`src/rtl/dmaw_pkg.sv`:
```
package dmaw_pkg;
  // Register indices seen on reg_addr
  typedef enum logic [1:0] {
    REG_DEST = 2'd0,
    REG_LEN  = 2'd1,
    REG_ACK  = 2'd2,
    REG_STAT = 2'd3
  } reg_sel_e;

  // Transfer sequencer phases
  typedef enum logic [1:0] {
    XS_IDLE = 2'd0,
    XS_HDR  = 2'd1,
    XS_PAY  = 2'd2
  } xstate_e;
endpackage

```
`src/rtl/dmaw_regs.sv`:
```
module dmaw_regs
  import dmaw_pkg::*;
#(
  parameter int AW = 32,
  parameter int LW = 16
) (
  input  logic          clk,
  input  logic          rst_n,
  input  logic          reg_wr,
  input  logic [1:0]    reg_addr,
  input  logic [31:0]   reg_wdata,
  output logic [31:0]   reg_rdata,
  input  logic          busy,
  input  logic          fin,
  output logic          start,
  output logic [AW-1:0] start_addr,
  output logic [LW-1:0] start_len,
  output logic          irq
);
  logic [AW-1:0] dest_q;
  logic [LW-1:0] len_q;
  logic          done_q;
  logic          irq_q;
  logic [LW-1:0] wr_len;
  logic          wr_dest, wr_len_en, ack_zero;

  assign wr_len    = {reg_wdata[LW-1:2], 2'b00};
  assign wr_dest   = reg_wr && (reg_addr == REG_DEST) && !busy;
  assign wr_len_en = reg_wr && (reg_addr == REG_LEN) && !busy;
  assign ack_zero  = reg_wr && (reg_addr == REG_ACK) && (reg_wdata == 32'd0);
  assign start      = wr_len_en && (wr_len != '0);
  assign start_addr = dest_q;
  assign start_len  = wr_len;
  assign irq        = irq_q;

  always_ff @(posedge clk or negedge rst_n) begin
    if (!rst_n) begin
      dest_q <= '0;
      len_q  <= '0;
      done_q <= 1'b0;
      irq_q  <= 1'b0;
    end else begin
      if (wr_dest)   dest_q <= {reg_wdata[AW-1:2], 2'b00};
      if (wr_len_en) len_q  <= wr_len;
      if (fin)        done_q <= 1'b1;
      else if (start) done_q <= 1'b0;
      // completion wins over a same-cycle acknowledge
      if (fin)           irq_q <= 1'b1;
      else if (ack_zero) irq_q <= 1'b0;
    end
  end

  always_comb begin
    unique case (reg_addr)
      REG_DEST: reg_rdata = 32'(dest_q);
      REG_LEN:  reg_rdata = 32'(len_q);
      REG_ACK:  reg_rdata = {31'd0, irq_q};
      default:  reg_rdata = {29'd0, irq_q, done_q, busy};
    endcase
  end
endmodule

```
`src/rtl/dmaw_split.sv`:
```
module dmaw_split #(
  parameter int LW        = 16,
  parameter int MAX_BYTES = 128,
  parameter int BOUNDARY  = 4096,
  localparam int BW = $clog2(BOUNDARY),
  localparam int CW = $clog2(MAX_BYTES) + 1
) (
  input  logic [BW-1:0] addr_low,
  input  logic [LW-1:0] rem,
  output logic [CW-1:0] chunk
);
  logic [31:0] to_bnd;
  logic [31:0] lim;

  // size = min(remaining, max payload, bytes up to the next boundary)
  always_comb begin
    to_bnd = 32'(BOUNDARY) - 32'(addr_low);
    lim    = 32'(MAX_BYTES);
    if (to_bnd < lim) lim = to_bnd;
    if (32'(rem) < lim) lim = 32'(rem);
    chunk = CW'(lim);
  end
endmodule

```
`src/rtl/dmaw_xfer.sv`:
```
module dmaw_xfer
  import dmaw_pkg::*;
#(
  parameter int AW = 32,
  parameter int DW = 32,
  parameter int LW = 16,
  parameter int CW = 8
) (
  input  logic          clk,
  input  logic          rst_n,
  input  logic          start,
  input  logic [AW-1:0] start_addr,
  input  logic [LW-1:0] start_len,
  input  logic [CW-1:0] chunk,
  output logic [AW-1:0] cur_addr,
  output logic [LW-1:0] cur_rem,
  input  logic          in_valid,
  output logic          in_ready,
  input  logic [DW-1:0] in_data,
  output logic          out_valid,
  input  logic          out_ready,
  output logic          out_sop,
  output logic          out_last,
  output logic [DW-1:0] out_data,
  output logic [CW-1:0] out_bytes,
  output logic          busy,
  output logic          fin
);
  xstate_e       state;
  logic [AW-1:0] addr_q;
  logic [LW-1:0] rem_q;
  logic [CW-1:0] req_bytes;
  logic [CW-1:0] left_q;
  logic          in_hdr, in_pay, pay_fire, last_beat, job_end;

  assign in_hdr    = (state == XS_HDR);
  assign in_pay    = (state == XS_PAY);
  assign pay_fire  = in_pay && out_ready && in_valid;
  assign last_beat = (left_q == CW'(4));
  assign job_end   = (rem_q == LW'(req_bytes));
  assign fin       = pay_fire && last_beat && job_end;
  assign busy      = (state != XS_IDLE);
  assign cur_addr  = addr_q;
  assign cur_rem   = rem_q;

  assign out_valid = in_hdr || (in_pay && in_valid);
  assign out_sop   = in_hdr;
  assign out_last  = in_pay && last_beat;
  assign out_data  = in_hdr ? DW'(addr_q) : in_data;
  assign out_bytes = in_hdr ? chunk : req_bytes;
  assign in_ready  = in_pay && out_ready;

  always_ff @(posedge clk or negedge rst_n) begin
    if (!rst_n) begin
      state     <= XS_IDLE;
      addr_q    <= '0;
      rem_q     <= '0;
      req_bytes <= '0;
      left_q    <= '0;
    end else begin
      unique case (state)
        XS_IDLE: if (start) begin
          addr_q <= start_addr;
          rem_q  <= start_len;
          state  <= XS_HDR;
        end
        XS_HDR: if (out_ready) begin
          req_bytes <= chunk;
          left_q    <= chunk;
          state     <= XS_PAY;
        end
        XS_PAY: if (pay_fire) begin
          left_q <= left_q - CW'(4);
          if (last_beat) begin
            addr_q <= addr_q + AW'(req_bytes);
            rem_q  <= rem_q - LW'(req_bytes);
            state  <= job_end ? XS_IDLE : XS_HDR;
          end
        end
        default: state <= XS_IDLE;
      endcase
    end
  end
endmodule

```
`src/rtl/dma_wr_engine.sv`:
```
module dma_wr_engine #(
  parameter int AW        = 32,
  parameter int DW        = 32,
  parameter int LW        = 16,
  parameter int MAX_BYTES = 128,
  parameter int BOUNDARY  = 4096
) (
  input  logic                       clk,
  input  logic                       rst_n,
  input  logic                       reg_wr,
  input  logic [1:0]                 reg_addr,
  input  logic [31:0]                reg_wdata,
  output logic [31:0]                reg_rdata,
  input  logic                       in_valid,
  output logic                       in_ready,
  input  logic [DW-1:0]              in_data,
  output logic                       out_valid,
  input  logic                       out_ready,
  output logic                       out_sop,
  output logic                       out_last,
  output logic [DW-1:0]              out_data,
  output logic [$clog2(MAX_BYTES):0] out_bytes,
  output logic                       irq
);
  localparam int CW = $clog2(MAX_BYTES) + 1;
  localparam int BW = $clog2(BOUNDARY);

  logic          busy, fin, start;
  logic [AW-1:0] start_addr, cur_addr;
  logic [LW-1:0] start_len, cur_rem;
  logic [CW-1:0] chunk;

  dmaw_regs #(.AW(AW), .LW(LW)) u_regs (
    .clk(clk), .rst_n(rst_n), .reg_wr(reg_wr), .reg_addr(reg_addr),
    .reg_wdata(reg_wdata), .reg_rdata(reg_rdata), .busy(busy), .fin(fin),
    .start(start), .start_addr(start_addr), .start_len(start_len), .irq(irq)
  );

  dmaw_split #(.LW(LW), .MAX_BYTES(MAX_BYTES), .BOUNDARY(BOUNDARY)) u_split (
    .addr_low(cur_addr[BW-1:0]), .rem(cur_rem), .chunk(chunk)
  );

  dmaw_xfer #(.AW(AW), .DW(DW), .LW(LW), .CW(CW)) u_xfer (
    .clk(clk), .rst_n(rst_n), .start(start), .start_addr(start_addr),
    .start_len(start_len), .chunk(chunk), .cur_addr(cur_addr), .cur_rem(cur_rem),
    .in_valid(in_valid), .in_ready(in_ready), .in_data(in_data),
    .out_valid(out_valid), .out_ready(out_ready), .out_sop(out_sop),
    .out_last(out_last), .out_data(out_data), .out_bytes(out_bytes),
    .busy(busy), .fin(fin)
  );
endmodule

```
`config.mk`:
```
export PLATFORM = sky130hd
export DESIGN_NAME = dma_wr_engine
export DESIGN_NICKNAME = d
export VERILOG_FILES = /design/src/rtl/dmaw_pkg.sv /design/src/rtl/dmaw_regs.sv /design/src/rtl/dmaw_split.sv /design/src/rtl/dmaw_xfer.sv /design/src/rtl/dma_wr_engine.sv
export SDC_FILE = /design/constraint.sdc
export NUM_CORES = 1
export LEC_CHECK = 0
export BUFFER_PORTS_ARGS = -buffer_cell sky130_fd_sc_hd__buf_2
export CAP_MARGIN = 0
export CORE_MARGIN = 2
export CORE_UTILIZATION = 55
export CTS_CLUSTER_DIAMETER = 80
export DETAILED_ROUTE_END_ITERATION = 8
export GPL_TIMING_DRIVEN = 0
export PLACE_DENSITY = 0.79
export SLEW_MARGIN = 25
export SYNTH_ARGS = -nofsm -noshare
export SYNTH_HDL_FRONTEND = slang
export SYNTH_SLANG_ARGS = --single-unit
```
`constraint.sdc`:
```
create_clock -name clk -period 12.8 [get_ports clk]
set_input_delay 3.2 -clock clk [delete_from_list [all_inputs] [get_ports clk]]
set_output_delay 3.2 -clock clk [all_outputs]
set_load 0.05 [all_outputs]
```
==> impl_metrics.env <==
export IMPL_outcome="completed"
export IMPL_grt_max_degree=74
export IMPL_drv_slew=0
export IMPL_globalplace_congestion=0.974
export IMPL_post_cts_buffers=0
export IMPL_yosys_area_top_type_share=0.366
export IMPL_grt_first_pass_wirelength_um=37700
export IMPL_slowest_delay_ps=600
export IMPL_dieArea_um2=14900
export IMPL_synth_flop_cell="dfrtp_1"
export IMPL_antenna_left=0
export IMPL_power_density_nw_per_um2=241
export IMPL_leakagePower_nw=4.21
export IMPL_numClockSinks=112
export IMPL_cts_root_buf="clkbuf_16"
export IMPL_std_cell_rows=43
export IMPL_die_width_um=122
export IMPL_cp_start_kind="input pin"
export IMPL_cp_cell_sequence="buf_2 > clkbuf_1 > buf_1 > mux2i_1 > nor2_1 > buf_2"
export IMPL_die_h_um=122
export IMPL_final_setup_skew_ps=10.9
export IMPL_r2r_start="u_xfer.cur_addr[5]"
export IMPL_critical_path_arrival_ps=5020
export IMPL_antenna_found_initial=0
export IMPL_cts_max_level=3
export IMPL_layout_min_cycle_time_ps=8220
export IMPL_n_antenna_cell=0
export IMPL_coreArea_um2=13700
export IMPL_path_clk_slew_ps=80
export IMPL_min_from="u_regs.len_q[14]"
export IMPL_drt_pass1_iterations=5
export IMPL_track_usage=0.332
export IMPL_startpoint="reg_addr[0]"
export IMPL_insertion_delay_ps=360
export IMPL_crit_slowest_cell="buf_1"
export IMPL_crit_fanout=10
export IMPL_drive_above_1_share=0.209
export IMPL_critPathCaptureType="output pin"
export IMPL_ys_seq_area_frac=0.366
export IMPL_synth_warnings=0
export IMPL_cts_buffers=9
export IMPL_yosysTopAreaCell="dfrtp_1"
export IMPL_io_pins=148
export IMPL_drt_iter0_drc=862
export IMPL_post_cts_resized=0
export IMPL_ys_top_cells_by_area="dfrtp_1 (37%), nand2_1 (9.6%), ha_1 (4.9%)"
export IMPL_setup_viol=0
export IMPL_finalPower_mw=2.16
export IMPL_syn_area_per_cell_um2=8.30
export IMPL_wire_per_inst_um=19.0
export IMPL_netlist_area_um2=7650
export IMPL_hold_path_class="reg -> reg"
export IMPL_fin_nets=1186
export IMPL_hold_viol=0
export IMPL_max_cap_viol_count=0
export IMPL_setup_tns_ps=0
export IMPL_peakVddDrop_uv=126
export IMPL_clock_fmax_mhz=122
export IMPL_cts_max_path_buffers=2
export IMPL_grt_overflow_total=0
export IMPL_vias=7769
export IMPL_synth_edff_count=0
export IMPL_start_util=0.558
export IMPL_async_reset_ff_frac=1.00
export IMPL_rsz0062_at_grt="false"
export IMPL_post_dp_hpwl_um=18500
export IMPL_synth_ff_latch_count=112
export IMPL_avgViaCountPerCell=6.13
export IMPL_worstSetupPathType="in -> out"
export IMPL_cpMostUsedCell="buf_2"
export IMPL_drt_total_wl_um=24100
export IMPL_drc_errors=0
export IMPL_place_ws_ps=4590
export IMPL_fin_crit_sh=0.642
export IMPL_tightest_slew_ps=738
export IMPL_fin_cells=1268
export IMPL_n_fill_cell=1212
export IMPL_hold_buffers=0
export IMPL_cts_tree="yes"
export IMPL_grt_pass1_vias=7112
export IMPL_required_ps=9600
export IMPL_portBuffers=146
export IMPL_setup_ws_ps=4580
export IMPL_slew_headroom=0.508
export IMPL_synth_cell_types=76
export IMPL_placed_cells=1252
export IMPL_synthCells=922
export IMPL_area_delta_synth_final_pct=17.0
==> per-stage QoR <==
step	hold slack, ps	util	area [µm²]
after floorplan	440	-	7660
after global placement	455	0.628	8620
after detailed placement	463	0.631	8650
after CTS	482	0.652	8950
after global routing	504	0.652	8950
final	480	0.652	8950
==> registers in the layout, indices dropped and copies added, names as in the netlist <==
register,cells
u_xfer.cur_addr,32
u_xfer.cur_rem,16
u_regs.start_addr,30
u_regs.irq,1
u_xfer.state,2
u_xfer.req_bytes,8
u_regs.len_q,14
u_xfer.left_q,8
u_regs.done_q,1
==> per-layer routing <==
metal  routed length, µm  global-route usage
met5                   0                   0
met2               10700               0.508
met3                2730              0.0688
met1                9980               0.470
met4                 673               0.114
==> synthesized netlist by cell type, drive strengths merged (21+ instances only) <==
cell type / instances
a21oi: 57
and2: 21
clkbuf: 42
dfrtp: 112
ha: 30
inv: 21
mux2: 31
nand2: 199
nand3: 28
nor2: 66
nor3: 25
o21ai: 47
==> power breakdown <==
part	total [mW]	leakage, nW	internal (mW)	switching (mW)
sequential	0.703	1.36	0.512	0.191
clock	0.288	0.146	0.143	0.145
combinational	1.17	2.71	0.411	0.757
total	2.16	4.21	1.07	1.09
==> worst max-delay path, delay by kind of cell <==
family	cells	cell delay, ps
buf+inv	4	1470
mux	1	280
simple gates	1	60
==> layout make-up <==
cell class	instances	area, µm²	area share
multi-input cells	733	4520	0.505
flip-flops and latches	112	2800	0.313
repair buffers	147	764	0.0854
plain buffers	59	258	0.0288
clock buffers	10	239	0.0267
well taps	180	225	0.0252
inverters	21	78.8	0.00881
clock inverters	6	60.1	0.00671
==> logic make-up after synthesis <==
family                   Yosys count  share of synthesized area
adder cells (fa/ha/maj)           32                     0.0543
flip-flops                       112                      0.366
multiplexers                      44                     0.0626
AND/OR/NAND/NOR                  413                      0.259
XOR/XNOR                          11                     0.0126
AO/OA/AOI/OAI                    229                      0.201
buffers and inverters             80                     0.0440
other                              1                   0.000490
==> cell usage in the layout, fill, tap and decap left out, types with 11 or more instances in the layout <==
| master | instances |
|---|---|
| a211oi_1 | 12 |
| a21oi_1 | 56 |
| mux2_2 | 31 |
| clkbuf_1 | 42 |
| dfrtp_1 | 112 |
| nand4_1 | 12 |
| a221o_1 | 11 |
| nor3_1 | 24 |
| and2_1 | 20 |
| ha_1 | 30 |
| o211ai_1 | 12 |
| nand2_1 | 195 |
| nor4_1 | 15 |
| inv_1 | 21 |
| buf_2 | 153 |
| o21ai_0 | 45 |
| mux2i_1 | 13 |
| nand3_1 | 28 |
| nor2_1 | 66 |
==> path summary, 6_finish.rpt <==
| path | depth (start not counted) | endpoint | slack, ps |
|---|---|---|---|
| max in group asynchronous | 2 | u_xfer.left_q[5] | 9370 |
| setup reg to reg | 13 | u_xfer.req_bytes[5] | 8790 |
| hold / removal | 2 | u_regs.len_q[14] | 480 |
| min in group asynchronous | 1 | u_regs.len_q[15] | 2730 |
| setup / recovery | 6 | reg_rdata[6] | 4580 |
| hold reg to reg | 2 | u_regs.len_q[14] | 480 |
No activity file was read; power rests on OpenSTA's default activity.
